===== config.mk =====
export PLATFORM = sky130hd
export DESIGN_NAME = fastlock_cp_ctrl
export DESIGN_NICKNAME = d
export VERILOG_FILES = /design/src/rtl/fl_pkg.sv /design/src/rtl/fl_timeout_timer.sv /design/src/rtl/fl_gain_fsm.sv /design/src/rtl/fl_current_sel.sv /design/src/rtl/fastlock_cp_ctrl.sv
export SDC_FILE = /design/constraint.sdc
export NUM_CORES = 1
export LEC_CHECK = 0
export ABC_AREA = 1
export ABC_CLOCK_PERIOD_IN_PS = 2450
export BUFFER_PORTS_ARGS = -buffer_cell sky130_fd_sc_hd__buf_2
export CORE_AREA = 2 2 44 46
export CTS_CLUSTER_SIZE = 10
export DETAILED_ROUTE_END_ITERATION = 6
export DIE_AREA = 0 0 46 48
export PLACE_DENSITY = 0.59
export REMOVE_ABC_BUFFERS = 1
export SLEW_MARGIN = 5
export SYNTH_ARGS = -nofsm -noshare
export SYNTH_HDL_FRONTEND = slang
export SYNTH_SLANG_ARGS = --single-unit

===== constraint.sdc =====
create_clock -name clk -period 2.45 [get_ports clk]
set_input_delay 0.245 -clock clk [delete_from_list [all_inputs] [get_ports clk]]
set_output_delay 0.245 -clock clk [all_outputs]
set_load 0.005 [all_outputs]

===== src/rtl/fl_pkg.sv =====
package fl_pkg;

    typedef enum logic [1:0] {
        FL_IDLE  = 2'd0,
        FL_HELD  = 2'd1,
        FL_TIMED = 2'd2
    } fl_state_e;

endpackage


===== src/rtl/fl_timeout_timer.sv =====
module fl_timeout_timer #(
    parameter int CODE_W = 4,
    parameter int STEP   = 4,
    parameter int OFFSET = 3,
    parameter int CNT_W  = 6
) (
    input  logic              clk,
    input  logic              rst_n,
    input  logic [CODE_W-1:0] tmo_code,
    input  logic              load_i,
    input  logic              hold_i,
    input  logic              run_i,
    input  logic              tick_i,
    output logic              expire_o
);

    logic [CNT_W-1:0] cnt_q;
    logic [CNT_W-1:0] load_val;

    // boost length in ticks: STEP * code + OFFSET
    assign load_val = CNT_W'(32'(STEP) * 32'(tmo_code) + 32'(OFFSET));

    always_ff @(posedge clk) begin
        if (!rst_n) begin
            cnt_q <= '0;
        end else if (load_i || hold_i) begin
            cnt_q <= load_val;
        end else if (run_i && tick_i && (cnt_q > CNT_W'(1))) begin
            cnt_q <= cnt_q - CNT_W'(1);
        end
    end

    always_comb begin
        expire_o = run_i && tick_i && !load_i && !hold_i && (cnt_q <= CNT_W'(1));
    end

endmodule


===== src/rtl/fl_gain_fsm.sv =====
module fl_gain_fsm
    import fl_pkg::*;
(
    input  logic      clk,
    input  logic      rst_n,
    input  logic      fl_enable,
    input  logic      fl_mode,
    input  logic      gain_wr,
    input  logic      gain_wdata,
    input  logic      expire_i,
    output fl_state_e state_o,
    output logic      gain_bit_o,
    output logic      run_o,
    output logic      load_o
);

    fl_state_e state_q;
    fl_state_e state_d;
    logic      gain_q;

    // state register
    always_ff @(posedge clk) begin
        if (!rst_n) begin
            state_q <= FL_IDLE;
        end else begin
            state_q <= state_d;
        end
    end

    // stored gain bit: software write wins over timeout clear
    always_ff @(posedge clk) begin
        if (!rst_n) begin
            gain_q <= 1'b0;
        end else if (gain_wr) begin
            gain_q <= gain_wdata;
        end else if (expire_i) begin
            gain_q <= 1'b0;
        end
    end

    // next-state logic
    always_comb begin
        state_d = state_q;
        if (gain_wr) begin
            if (gain_wdata && fl_enable) begin
                state_d = fl_mode ? FL_TIMED : FL_HELD;   // ENTER_HELD / ENTER_TIMED / RESTART
            end else begin
                state_d = FL_IDLE;                        // SW_CLEAR
            end
        end else begin
            unique case (state_q)
                FL_IDLE: begin
                    state_d = FL_IDLE;
                end
                FL_HELD: begin
                    if (!fl_enable) begin
                        state_d = FL_IDLE;                // ENABLE_LOST
                    end
                end
                FL_TIMED: begin
                    if (!fl_enable) begin
                        state_d = FL_IDLE;                // ENABLE_LOST
                    end else if (!fl_mode) begin
                        state_d = FL_HELD;                // MODE_TO_HELD
                    end else if (expire_i) begin
                        state_d = FL_IDLE;                // TIMEOUT
                    end
                end
                default: begin
                    state_d = FL_IDLE;
                end
            endcase
        end
    end

    // outputs
    always_comb begin
        state_o    = state_q;
        gain_bit_o = gain_q;
        load_o     = gain_wr;
        run_o      = (state_q == FL_TIMED) && fl_enable && fl_mode;
    end

endmodule


===== src/rtl/fl_current_sel.sv =====
module fl_current_sel
    import fl_pkg::*;
#(
    parameter int CUR_W = 3
) (
    input  fl_state_e        state_i,
    input  logic             fl_enable,
    input  logic [CUR_W-1:0] cur_primary,
    input  logic [CUR_W-1:0] cur_secondary,
    input  logic             cp_hiz,
    input  logic             power_down,
    output logic [CUR_W-1:0] cur_code,
    output logic             cp_oe
);

    logic boost;

    always_comb begin
        boost    = fl_enable && (state_i != FL_IDLE);
        cur_code = boost ? cur_secondary : cur_primary;
        cp_oe    = !cp_hiz && !power_down;
    end

endmodule


===== src/rtl/fastlock_cp_ctrl.sv =====
module fastlock_cp_ctrl
    import fl_pkg::*;
#(
    parameter int CODE_W = 4,
    parameter int CUR_W  = 3,
    parameter int STEP   = 4,
    parameter int OFFSET = 3
) (
    input  logic              clk,
    input  logic              rst_n,
    input  logic              fl_enable,
    input  logic              fl_mode,
    input  logic [CODE_W-1:0] tmo_code,
    input  logic [CUR_W-1:0]  cur_primary,
    input  logic [CUR_W-1:0]  cur_secondary,
    input  logic              cp_hiz,
    input  logic              gain_wr,
    input  logic              gain_wdata,
    input  logic              pd_tick,
    input  logic              power_down,
    output logic [CUR_W-1:0]  cur_code,
    output logic              cp_oe,
    output logic              gain_rb
);

    localparam int MAX_LEN = STEP * ((1 << CODE_W) - 1) + OFFSET;
    localparam int CNT_W   = $clog2(MAX_LEN + 1);

    fl_state_e state;
    logic      run;
    logic      load;
    logic      expire;

    fl_gain_fsm fsm_i (
        .clk        (clk),
        .rst_n      (rst_n),
        .fl_enable  (fl_enable),
        .fl_mode    (fl_mode),
        .gain_wr    (gain_wr),
        .gain_wdata (gain_wdata),
        .expire_i   (expire),
        .state_o    (state),
        .gain_bit_o (gain_rb),
        .run_o      (run),
        .load_o     (load)
    );

    fl_timeout_timer #(
        .CODE_W (CODE_W),
        .STEP   (STEP),
        .OFFSET (OFFSET),
        .CNT_W  (CNT_W)
    ) tmr_i (
        .clk      (clk),
        .rst_n    (rst_n),
        .tmo_code (tmo_code),
        .load_i   (load),
        .hold_i   (power_down),
        .run_i    (run),
        .tick_i   (pd_tick),
        .expire_o (expire)
    );

    fl_current_sel #(
        .CUR_W (CUR_W)
    ) sel_i (
        .state_i       (state),
        .fl_enable     (fl_enable),
        .cur_primary   (cur_primary),
        .cur_secondary (cur_secondary),
        .cp_hiz        (cp_hiz),
        .power_down    (power_down),
        .cur_code      (cur_code),
        .cp_oe         (cp_oe)
    );

endmodule


* Word-level counts from Yosys, hierarchy flattened
Cells that the tools add are included.
Storage, ports and cells: bits of input ports 19, register bits 9
Cells by class: $add $sub $neg 2, eq/ne operators 4, reduce and logical (&&, ||, !) cells 18, magnitude comparators 2, mux-type cells 13
Operators by type and width (count):
- two-way mux 2 bit | 7
- two-way mux 6 bit | 2
- logical AND 1 bit | 10
- adder 6 x 2 -> 6 bit, second input constant | 1
- greater-than comparator 6 x 1 -> 1 bit, second input constant | 1
- <= comparator 6 x 1 -> 1 bit, second input constant | 1
- nonzero test 2 bit | 3
- subtractor 6 x 1 -> 6 bit, second input constant | 1
- inequality test 5 bit, second input constant | 1
- case mux 2 bit (2 select lines) | 1
- logical NOT 1 bit | 3
- two-way mux 3 bit | 1
- inequality test 3 bit, second input constant | 1
- equality test 2 x 1 -> 1 bit, second input constant | 1
- equality test 2 bit, second input constant | 1
- two-way mux 1 bit | 2
- AND reduction 2 bit | 1
- logical OR 1 bit | 1

* Longest topological paths before layout
Gate-level depths: netlist of run 1.
depth in word-level cells 12, mapped depth 11, gate-level depth less buffers 11

* Hierarchy
A second synthesis of run 1 with hierarchy kept.
Unflattened totals: cells, all modules 119, area, all modules 730.7 sq um
Modules (own cells, without submodules):
- fl_timeout_timer | area each 485.5 sq um, instances 1, cells an instance 76
- fl_gain_fsm | area each 181.4 sq um, instances 1, cells an instance 29
- fl_current_sel | area each 63.8 sq um, instances 1, cells an instance 14

* Worst setup path before layout of run 1
Ideal clock, no wire load.
path kind reg2reg, from register tmr_i.cnt_q[0], to register tmr_i.cnt_q[4], data arrival time 1.159 ns, cell stages (with the launch flop) 11, period minus slack after synthesis 1.273 ns, path slack 1.177 ns, data required time 2.337 ns, cell sequence dfxtp_1 inv_1 ha_1 inv_1 nand2_1 nand3_1 nand2_2 nand2_4 inv_2 nor2_1 nor2_1
Between the ends: word-level cells in the longest chain between the ends 3
Ends and longest elaborated chain:
- start: declaration | RTL line fl_timeout_timer.sv:17 | logic [CNT_W-1:0] cnt_q;
- start signal: assignment | RTL line fl_timeout_timer.sv:27 | cnt_q <= load_val;
- start signal: assignment | RTL line fl_timeout_timer.sv:29 | cnt_q <= cnt_q - CNT_W'(1);
- subtractor 6 x 1 -> 6 bit or greater-than comparator 6 x 1 -> 1 bit (tied branches) | RTL line fl_timeout_timer.sv:29, fl_timeout_timer.sv:28
- two-way mux 6 bit or logical AND 1 bit (tied branches) | RTL line fl_timeout_timer.sv:28 | end else if (run_i && tick_i && (cnt_q > CNT_W'(1))) begin
- two-way mux 6 bit or nonzero test 2 bit (tied branches)
Several ways; a longest one is shown, not always the timed one. The select of a mux whose other input is x is not followed. A chain may end at the register's enable or synchronous reset.

* Final worst setup path of run 1
from register fsm_i.state_q[1] (netlist: fsm_i.state_o[1]), to output cur_code[1]
Between the ends: word-level cells in the longest chain between the ends 3
Ends and longest elaborated chain:
- start: declaration | RTL line fl_gain_fsm.sv:17 | fl_state_e state_q;
- start signal: assignment | RTL line fl_gain_fsm.sv:26 | state_q <= state_d;
- nonzero test 2 bit | RTL line fl_current_sel.sv:19 | boost = fl_enable && (state_i != FL_IDLE);
- logical AND 1 bit | RTL line fl_current_sel.sv:19
- two-way mux 3 bit | RTL line fl_current_sel.sv:20 | cur_code = boost ? cur_secondary : cur_primary;
- end: declaration | RTL line fastlock_cp_ctrl.sv:21 | output logic [CUR_W-1:0] cur_code,
No other way between the ends.

==> results of run 1 <==
==> worst max-delay path, cell delays in order (launching register included) <==
cell and delay, ps:
dfxtp_1 330, o21ai_0 340, mux2_2 380, buf_2 120
==> state kept, by name, summed over array words and instances, names as in the netlist <==
name / cells
fsm_i.gain_bit_o: 1
fsm_i.state_o: 2
tmr_i.cnt_q: 6
==> through the flow <==
stage          hold WS [ps]  setup WS, ps
2_1_floorplan         342.6          1175
4_1_cts               199.6         744.3
3_5_place_dp          480.9          1044
3_3_place_gp          479.6          1068
6_report              191.7         752.2
5_1_grt               220.7         686.9
==> metal layers <==
layer | track usage [%] | vias up | share of wire, %
met5 | 0 | - | 0
met1 | 16.78 | 311 | 43
met4 | 8.571 | 0 | 2.1
li1 | - | 375 | -
met3 | 2.642 | 5 | 4.5
met2 | 30.00 | 18 | 50
==> cell type report <==
type,count,area (um^2)
inverter,13,48.80
tap,17,21.27
fill,185,888.4
sequential,9,180.2
multi-input combinational,78,401.6
timing repair buffer,24,122.6
clock buffer,4,26.28
==> where the power goes <==
group          internal [mW]  switching [mW]  leakage [nW]  total [mW]
sequential             0.156         0.00912        0.0746       0.165
combinational         0.0382          0.0484         0.316      0.0866
clock                 0.0633          0.0644        0.0150       0.128
total                  0.257           0.122         0.405       0.379
==> final timing paths <==
| path | end | slack, ps | cells after the start |
|---|---|---|---|
| setup / recovery | cur_code[1] | 750 | 3 |
| hold / removal | tmr_i.cnt_q[1] | 190 | 3 |
| setup reg to reg | tmr_i.cnt_q[5] | 1030 | 10 |
| hold reg to reg | fsm_i.gain_bit_o | 490 | 2 |
==> cells in the mapped netlist (all sizes together) <==
cell,number
mux2,3
nand4,1
a21oi,6
nand3,10
buf,1
nor3,1
nand2,26
o21ai,6
nand3b,1
ha,2
inv,13
nor2,22
dfxtp,9
==> logic make-up after synthesis <==
logic type	count (synthesis)
buffers and inverters	14
AOI/OAI and AO/OA	12
DFF	9
and+or+nand+nor	61
adders and majority gates	2
muxes	3
==> reports/results.txt, run 1 <==
Avg Cell Area, Syn: 6.318 um^2
setup bufs post-CTS: 0
cell count after synthesis: 101
total negative slack: 0 ps
final core area utilization: 47.41%
cts bufs inserted: 3
Die H: 48 um
HPWL after detailed placement: 1272 um
drt wl/cell: 11.01 um
nets@finish: 150
Clock Path Buffers: 2
top post-synthesis cells by area: dfxtp_1 (28%), nand2_1 (12%), nor2_1 (11%), nand3_1 (7.8%), inv_1 (7.1%)
post-CTS sizing: 0
number of global-route vias before repair: 633
simple-gate share of the synthesized area: 43.73%
Worst Path Class, Setup: register to primary output
H-tree Lvls: 1
Post-Synth XOR/XNOR Area: 0%
Routed Antenna Nets: 0
FF-to-FF Start: tmr_i.cnt_q[0]
Setup crit end kind: primary output
Yosys reg bits: 9
Iteration-0 DRC Markers: 8
Startpoint Class: register
Yosys top cell area share: 28.24%
count of different cell masters after synthesis: 19
power per cell area: 473.2 mW/mm^2
Finished Cell Area: 800.8 um^2
Layout Skew: 1.590 ps
Port Buf Inserts: 23
launch point of the worst path: fsm_i.state_o[1]
endpoints failing hold: 0
mux cell area share after synthesis: 5.294%
Period minus WS final: 1698 ps
Starting Density: 37.78%
CORE AREA: 0.001689 mm^2
first-pass GRT wire length: 2504 um
VDD IR max: 0.2319 mV
placed instance area: 774.5 um^2
TritonCTS Sinks: 9
FP Rows: 15
Worst Hold Launch: rst_n
max-cap violations: 0
Total Power: 378.9 uW
clock slew at reported path FFs: 70 ps
commonest non-fill, non-tap cell in the layout: buf_2
routed wire length: 1597 um
Syn. warnings: 0
RSZ-0062 raised after global routing: false
Global Route Usage Sum: 15.93%
grt ovf: 0
largest net degree at the start of global routing: 12
placed cells: 141
routability cong.: 0.7966
Antenna Cells: 0
CTS tree: yes
fin crit share: 69.30%
layout cells sized above 1: 32.03%
Arrival @ worst endpoint: 1450 ps
HP Class: input port to register
antenna violations before repair: 0
post-synthesis cell area: 638.1 um^2
Die X: 46 um
final setup vio count: 0
Synth Area in Compound Gates: 10.00%
Post-Layout Cell Count: 145
drt drc: 0
Syn-to-layout area delta: 25.49%
P_leak: 0.4051 nW
routed vias/inst: 4.890
Required @ worst endpoint: 2200 ps
status: complete, no violations
fin. max-slew vios: 0
most frequent cells in the layout: buf_2 (23), nand2_1 (21), nor2_1 (19)
Synth Area in Adders: 3.922%
DR pass1 iterations: 5
Rel. slew slack: 73.58%
crit-path max FO: 3
largest family of logic cells by synthesized area: simple AND/OR/NAND/NOR gates
dominant cell type by area after synthesis: dfxtp_1
die area: 0.002208 mm^2
Worst-Skew Late Latency: 280 ps
sequential share of the synthesized area: 28.24%
I/O pin count: 24
clock tree root buffer cell: clkbuf_4
Fmax achieved: 589.0 MHz
worst slew pin tran: 392.2 ps
CTS Hold Bufs: 0
DR vias: 709
Note: power is estimated with default switching activity, not from simulation.
==> inputs of run 2 (changes only) <==
- ABC_CLOCK_PERIOD_IN_PS: 2450 -> 1700
- clock period: 2.45 -> 1.7 ns (I/O delays scaled with it)
==> reports/results.txt, run 2 (synthesized netlist as in run 1, its figures left out) <==
FF-to-FF Start: tmr_i.cnt_q[0]
Worst Path Class, Setup: register to primary output
Die X: 46 um (unchanged)
Layout Skew: 8.359 ps (+6.769 ps)
met3 usage: 2.264% (-0.38 points)
commonest non-fill, non-tap cell in the layout: buf_2
R2R Path End: tmr_i.cnt_q[5]
grt ovf: 0 (unchanged)
CTS tree: yes
launch point of the worst path: fsm_i.state_o[1]
total negative slack: 0 ps (unchanged)
Arrival @ worst endpoint: 1450 ps (about the same)
Top delay family on crit path: multiplexers
VDD IR max: 0.4666 mV (+100%)
Required @ worst endpoint: 1530 ps (-670 ps)
I/O pin count: 24 (unchanged)
busiest grt layer: met2
Routed Antenna Nets: 0 (unchanged)
P_leak: 0.4051 nW (unchanged)
Worst-Skew Late Latency: 270 ps (about the same)
crit-path max FO: 3 (unchanged)
Setup crit end kind: primary output
Final WS setup: 83.80 ps (-668.4 ps)
die area: 0.002208 mm^2 (unchanged)
Die H: 48 um (unchanged)
routed wire length: 1611 um (+0.88%)
Syn-to-layout area delta: 25.49% (unchanged)
Port Buf Inserts: 23 (unchanged)
HPWL after detailed placement: 1338 um (+5.2%)
dpl ws: 313.7 ps (-730.6 ps)
Global Route Usage Sum: 16.24% (+0.31 points)
largest net degree at the start of global routing: 12 (unchanged)
max-cap violations: 0 (unchanged)
crit path to: cur_code[1]
WP buf/inv: 1 (unchanged)
Starting Density: 37.78% (unchanged)
max reg flops: 6 (unchanged)
routed vias/inst: 4.897 (+0.14%)
worst slew pin tran: 389.0 ps (-3.223 ps)
final core area utilization: 47.41% (unchanged)
Period minus WS final: 1616 ps
Antenna Cells: 0 (unchanged)
post-CTS sizing: 0 (unchanged)
fin. max-slew vios: 0 (unchanged)
fin crit share: 95.07%
HP Class: input port to register
drt drc: 0 (unchanged)
number of global-route vias before repair: 622 (-1.7%)
DR vias: 710 (+0.14%)
clock slew at reported path FFs: 70 ps (about the same)
slowest CP cell: mux2_2
status: complete, no violations
TritonCTS Sinks: 9 (unchanged)
DR pass1 iterations: 4 (-1)
endpoints failing hold: 0 (unchanged)
Finished Cell Area: 800.8 um^2 (unchanged)
placed instance area: 774.5 um^2 (unchanged)
RSZ-0062 raised after global routing: false
cts bufs inserted: 3 (unchanged)
Reg2Reg Depth: 11 (+1)
Startpoint Class: register
power per cell area: 667.5 mW/mm^2 (+41%)
max incr delay on CP: 380 ps (about the same)
nets@finish: 150 (unchanged)
clock tree root buffer cell: clkbuf_4
first-pass GRT wire length: 2553 um (+2.0%)
CTS Hold Bufs: 0 (unchanged)
Iteration-0 DRC Markers: 13 (+5)
Clock Path Buffers: 2 (unchanged)
most frequent cells in the layout: buf_2 (23), nand2_1 (21), nor2_1 (19)
CP cell instances: o21ai_0 -> mux2_2 -> buf_2
Rel. slew slack: 73.79% (+0.22 points)
routability cong.: 0.7927 (-0.49%)
antenna violations before repair: 0 (unchanged)
Reg2Reg Setup Slack: 280 ps (-750 ps)
met1 Use GR: 18.79% (+2.0 points)
Crit. path cell count: 3 (unchanged)
setup bufs post-CTS: 0 (unchanged)
final setup vio count: 0 (unchanged)
Top reg by flops: tmr_i.cnt_q
Fmax achieved: 618.7 MHz
H-tree Lvls: 1 (unchanged)
CORE AREA: 0.001689 mm^2 (unchanged)
layout cells sized above 1: 32.03% (unchanged)
FP Rows: 15 (unchanged)
met2 Use GR: 30.56% (+0.56 points)
drt wl/cell: 11.11 um (+0.88%)
-- run 2: cell counts in the layout (fill, tap and decap cells not counted) --
Identical to the previous run, type by type.
-- run 2: worst min-delay path: cells and delay by family --
kind | cells | cell delay, ps
and+or+nand+nor | 1 | 50
buffers and inverters | 2 | 160
-- run 2: metal layers --
layer	routed length, um	share of wire (%)
met5	0	0
met3	84	5.2
met2	844	52
met1	663	41
met4	19	1.2
-- run 2: area by class of cell --
cell class                 count  area (um^2)
multi-input combinational     78        401.6
inverter                      13        48.80
fill                         196        888.4
timing repair buffer          24        122.6
sequential                     9        180.2
tap                           17        21.27
clock buffer                   4        26.28
-- run 2: power breakdown --
group	switching (mW)	internal, mW	leakage [nW]	total (mW)
registers	0.0132	0.224	0.0746	0.238
logic	0.0699	0.0551	0.316	0.125
clock network	0.0814	0.0907	0.0150	0.172
-- run 2: worst min path at each step --
stage / startpoint / endpoint / slack (ps) / cells after the start
detailed placement: rst_n / tmr_i.cnt_q[1] / 430 / 3
global route: rst_n / tmr_i.cnt_q[1] / 150 / 3
finish: rst_n / tmr_i.cnt_q[1] / 140 / 3
CTS: rst_n / tmr_i.cnt_q[1] / 150 / 3
global placement: rst_n / tmr_i.cnt_q[1] / 400 / 3
floorplan: rst_n / tmr_i.cnt_q[1] / 270 / 2
-- run 2: stage by stage --
stage | cells | total power [mW] | hold WS (ps)
3_3_place_gp | 141 | 0.3663 | 404.2
2_1_floorplan | 100 | 0.3162 | 267.6
5_1_grt | 145 | 0.5711 | 154.5
4_1_cts | 145 | 0.5404 | 150.4
6_report | 145 | 0.5345 | 142.4
3_5_place_dp | 141 | 0.3674 | 428.2
==> inputs of run 3 (changes only) <==
- ABC_AREA: 1 -> unset
- CORE_AREA: 2 2 44 46 -> 2 2 41 43
- DIE_AREA: 0 0 46 48 -> 0 0 43 45
- PLACE_DENSITY: 0.59 -> 0.6
==> reports/results.txt, run 3 <==
status: complete, no violations
Starting Density: 36.73% (-1.0 points)
Synth Area in Compound Gates: 27.78% (+18 points)
VDD IR max: 0.6346 mV (+36%)
Layout Skew: 9.056 ps (+0.6966 ps)
simple-gate share of the synthesized area: 19.21% (-25 points)
cts bufs inserted: 3 (unchanged)
RSZ-0062 raised after global routing: true
sequential share of the synthesized area: 33.33% (+5.1 points)
Period minus WS final: 1637 ps (+21.16 ps)
Fmax achieved: 610.7 MHz (-1.3%)
cell count after synthesis: 60 (-41%)
Syn-to-layout area delta: 36.57%
fin. max-slew vios: 0 (unchanged)
FP Rows: 14 (-1)
grt ovf: 0 (unchanged)
Final WS setup: 62.64 ps (-21.16 ps)
largest net degree at the start of global routing: 11 (-1)
top post-synthesis cells by area: dfxtp_1 (33%), mux2_2 (8.3%), o21ai_0 (6.5%), or4_1 (5.6%), a31oi_1 (4.6%)
Yosys top cell area share: 33.33% (+5.1 points)
Worst Path Class, Setup: register to register
Fillers: 154 (-21%)
Reg2Reg Setup Slack: 60 ps (-220 ps)
Worst-Skew Late Latency: 260 ps (about the same)
placed cells: 101 (-28%)
fin crit share: 96.32% (+1.2 points)
HPWL after detailed placement: 928.8 um (-31%)
Syn. warnings: 0 (unchanged)
Post-synth top cells: dfxtp_1 (9), o21ai_0 (7), inv_1 (5)
met1 Use GR: 15.56% (-3.2 points)
nets@finish: 113 (-25%)
Required @ worst endpoint: 1880 ps (+350 ps)
Antenna Cells: 0 (unchanged)
met3 usage: 7.200% (+4.9 points)
largest family of logic cells by synthesized area: compound AO/OA/AOI/OAI gates
ys async rst share: 0% (unchanged)
H-tree Lvls: 1 (unchanged)
routability cong.: 0.7564 (-4.6%)
TritonCTS Sinks: 9 (unchanged)
drt wl/cell: 11.75 um (+5.7%)
antenna violations before repair: 0 (unchanged)
Avg Cell Area, Syn: 9.009 um^2 (+43%)
max-cap violations: 0 (unchanged)
Die X: 43 um (-6.5%)
HP Class: input port to register
Die H: 45 um (-6.3%)
most frequent cells in the layout: buf_2 (23), dfxtp_1 (9), o21ai_0 (6)
CP cell instances: inv_1 -> ha_1 -> o21bai_2 -> o211ai_4 -> or4_1 -> a31oi_1
worst slew pin tran: 538.5 ps (+149.5 ps)
dpl ws: -29.65 ps (-343.4 ps)
number of synthesized flops with an enable pin: 0 (unchanged)
Top FF cell, synth: dfxtp_1
count of different cell masters after synthesis: 24 (+5)
DR vias: 560 (-21%)
post-synthesis cell area: 540.5 um^2 (-15%)
met2 Use GR: 24.55% (-6.0 points)
Iteration-0 DRC Markers: 11 (-2)
routed vias/inst: 5.234 (+6.9%)
Top reg by flops: tmr_i.cnt_q
most common cell in the netlist: dfxtp_1
clock slew at reported path FFs: 60 ps (about the same)
number of global-route vias before repair: 493 (-21%)
Setup crit end kind: register
crit-path max FO: 6 (+3)
DR pass1 iterations: 4 (unchanged)
I/O pin count: 24 (unchanged)
slowest CP cell: or4_1
busiest grt layer: met2
Startpoint Class: register
max incr delay on CP: 480 ps (+100 ps)
final setup vio count: 0 (unchanged)
first-pass GRT wire length: 1987 um (-22%)
Yosys reg bits: 9 (unchanged)
layout cells sized above 1: 42.86% (+11 points)
Worst Hold Launch: fl_enable
Hold Worst Slack: 175.2 ps (+32.77 ps)
drt drc: 0 (unchanged)
mux cell area share after synthesis: 8.333% (+3.0 points)
Global Route Usage Sum: 14.18% (-2.1 points)
commonest non-fill, non-tap cell in the layout: buf_2
CORE AREA: 0.001471 mm^2 (-13%)
Routed Antenna Nets: 0 (unchanged)
Rel. slew slack: 63.97% (-9.8 points)
power per cell area: 671.8 mW/mm^2 (+0.64%)
Post-Layout Cell Count: 107 (-26%)
FF-to-FF Start: tmr_i.cnt_q[1]
max reg flops: 6 (unchanged)
die area: 0.001935 mm^2 (-12%)
CTS tree: yes
Port Buf Inserts: 23 (unchanged)
routed wire length: 1257 um (-22%)
CTS Hold Bufs: 0 (unchanged)
dominant cell type by area after synthesis: dfxtp_1
endpoints failing hold: 0 (unchanged)
Arrival @ worst endpoint: 1810 ps (+360 ps)
Post-Synth XOR/XNOR Area: 3.241% (+3.2 points)
Clock Path Buffers: 2 (unchanged)
P_leak: 0.3238 nW (-20%)
clock tree root buffer cell: clkbuf_4
launch point of the worst path: tmr_i.cnt_q[1]
Synth Area in Adders: 4.630% (+0.71 points)
[run 3: cell count changes after synthesis, moves of 4 or more]
| cell | delta |
|---|---|
| nand2_1 | -18 |
| nor2_1 | -17 |
| nand3_1 | -9 |
| inv_1 | -7 |
| a31oi_1 | +4 |
| nand2_2 | -4 |
| o21ai_0 | +4 |
| or4_1 | +4 |
[run 3: worst paths after layout]
path         cells past startpoint                to
min reg2reg                      2    tmr_i.cnt_q[4]
max                              6    tmr_i.cnt_q[3]
max reg2reg                      6    tmr_i.cnt_q[3]
min                              3  fsm_i.state_o[1]
[run 3: area by class of cell]
cell class	count	area (um^2)	share of cell area, %
inverters	5	18.77	2.542
flip-flops and latches	9	180.2	24.41
clock buffers	4	26.28	3.559
repair buffers	27	145.1	19.66
multi-input cells	46	347.8	47.12
well taps	16	20.02	2.712
[run 3: through the flow]
stage	cell area, um^2	util [%]	setup TNS, ps	total power, mW
2_1_floorplan	540.5	-	0	0.2852
3_3_place_gp	690.7	46.94	0	0.3309
3_5_place_dp	690.7	46.94	-49.83	0.3326
4_1_cts	720.7	48.98	0	0.5022
5_1_grt	738.2	50.17	-27.46	0.5326
6_report	738.2	50.17	0	0.4959
[run 3: critical path: cells and delay by family, from the launching register on]
family / cells / cell delay, ps
flip-flops: 1 / 300
buffers and inverters: 1 / 70
adder cells (fa/ha/maj): 1 / 200
AO/OA/AOI/OAI: 3 / 510
AND/OR/NAND/NOR: 1 / 480
[run 3: layer usage]
layer | vias up | wire length (um)
met5 | - | 0
met4 | 0 | 0
met3 | 0 | 63
li1 | 293 | -
met2 | 11 | 637
met1 | 256 | 556
[run 3: power breakdown]
part | total, mW | switching (mW) | internal, mW | leakage (nW)
Clock | 0.161 | 0.0713 | 0.0902 | 0.0150
Sequential | 0.232 | 0.00813 | 0.223 | 0.0747
Combinational | 0.103 | 0.0494 | 0.0534 | 0.234
Total | 0.496 | 0.129 | 0.367 | 0.324
[run 3: logic make-up after synthesis]
kind of cell	count (synthesis)
AND/OR/NAND/NOR	16
multiplexers	4
adder cells (fa/ha/maj)	2
buffers and inverters	5
flip-flops	9
XOR/XNOR	2
AO/OA/AOI/OAI	22
[run 3: repair_timing]
action | in CTS | in global routing
resized for setup | 1 | 2
pin swaps | 0 | 2
endpoints found under the setup margin | 2 | 5
setup buffers | 0 | 2
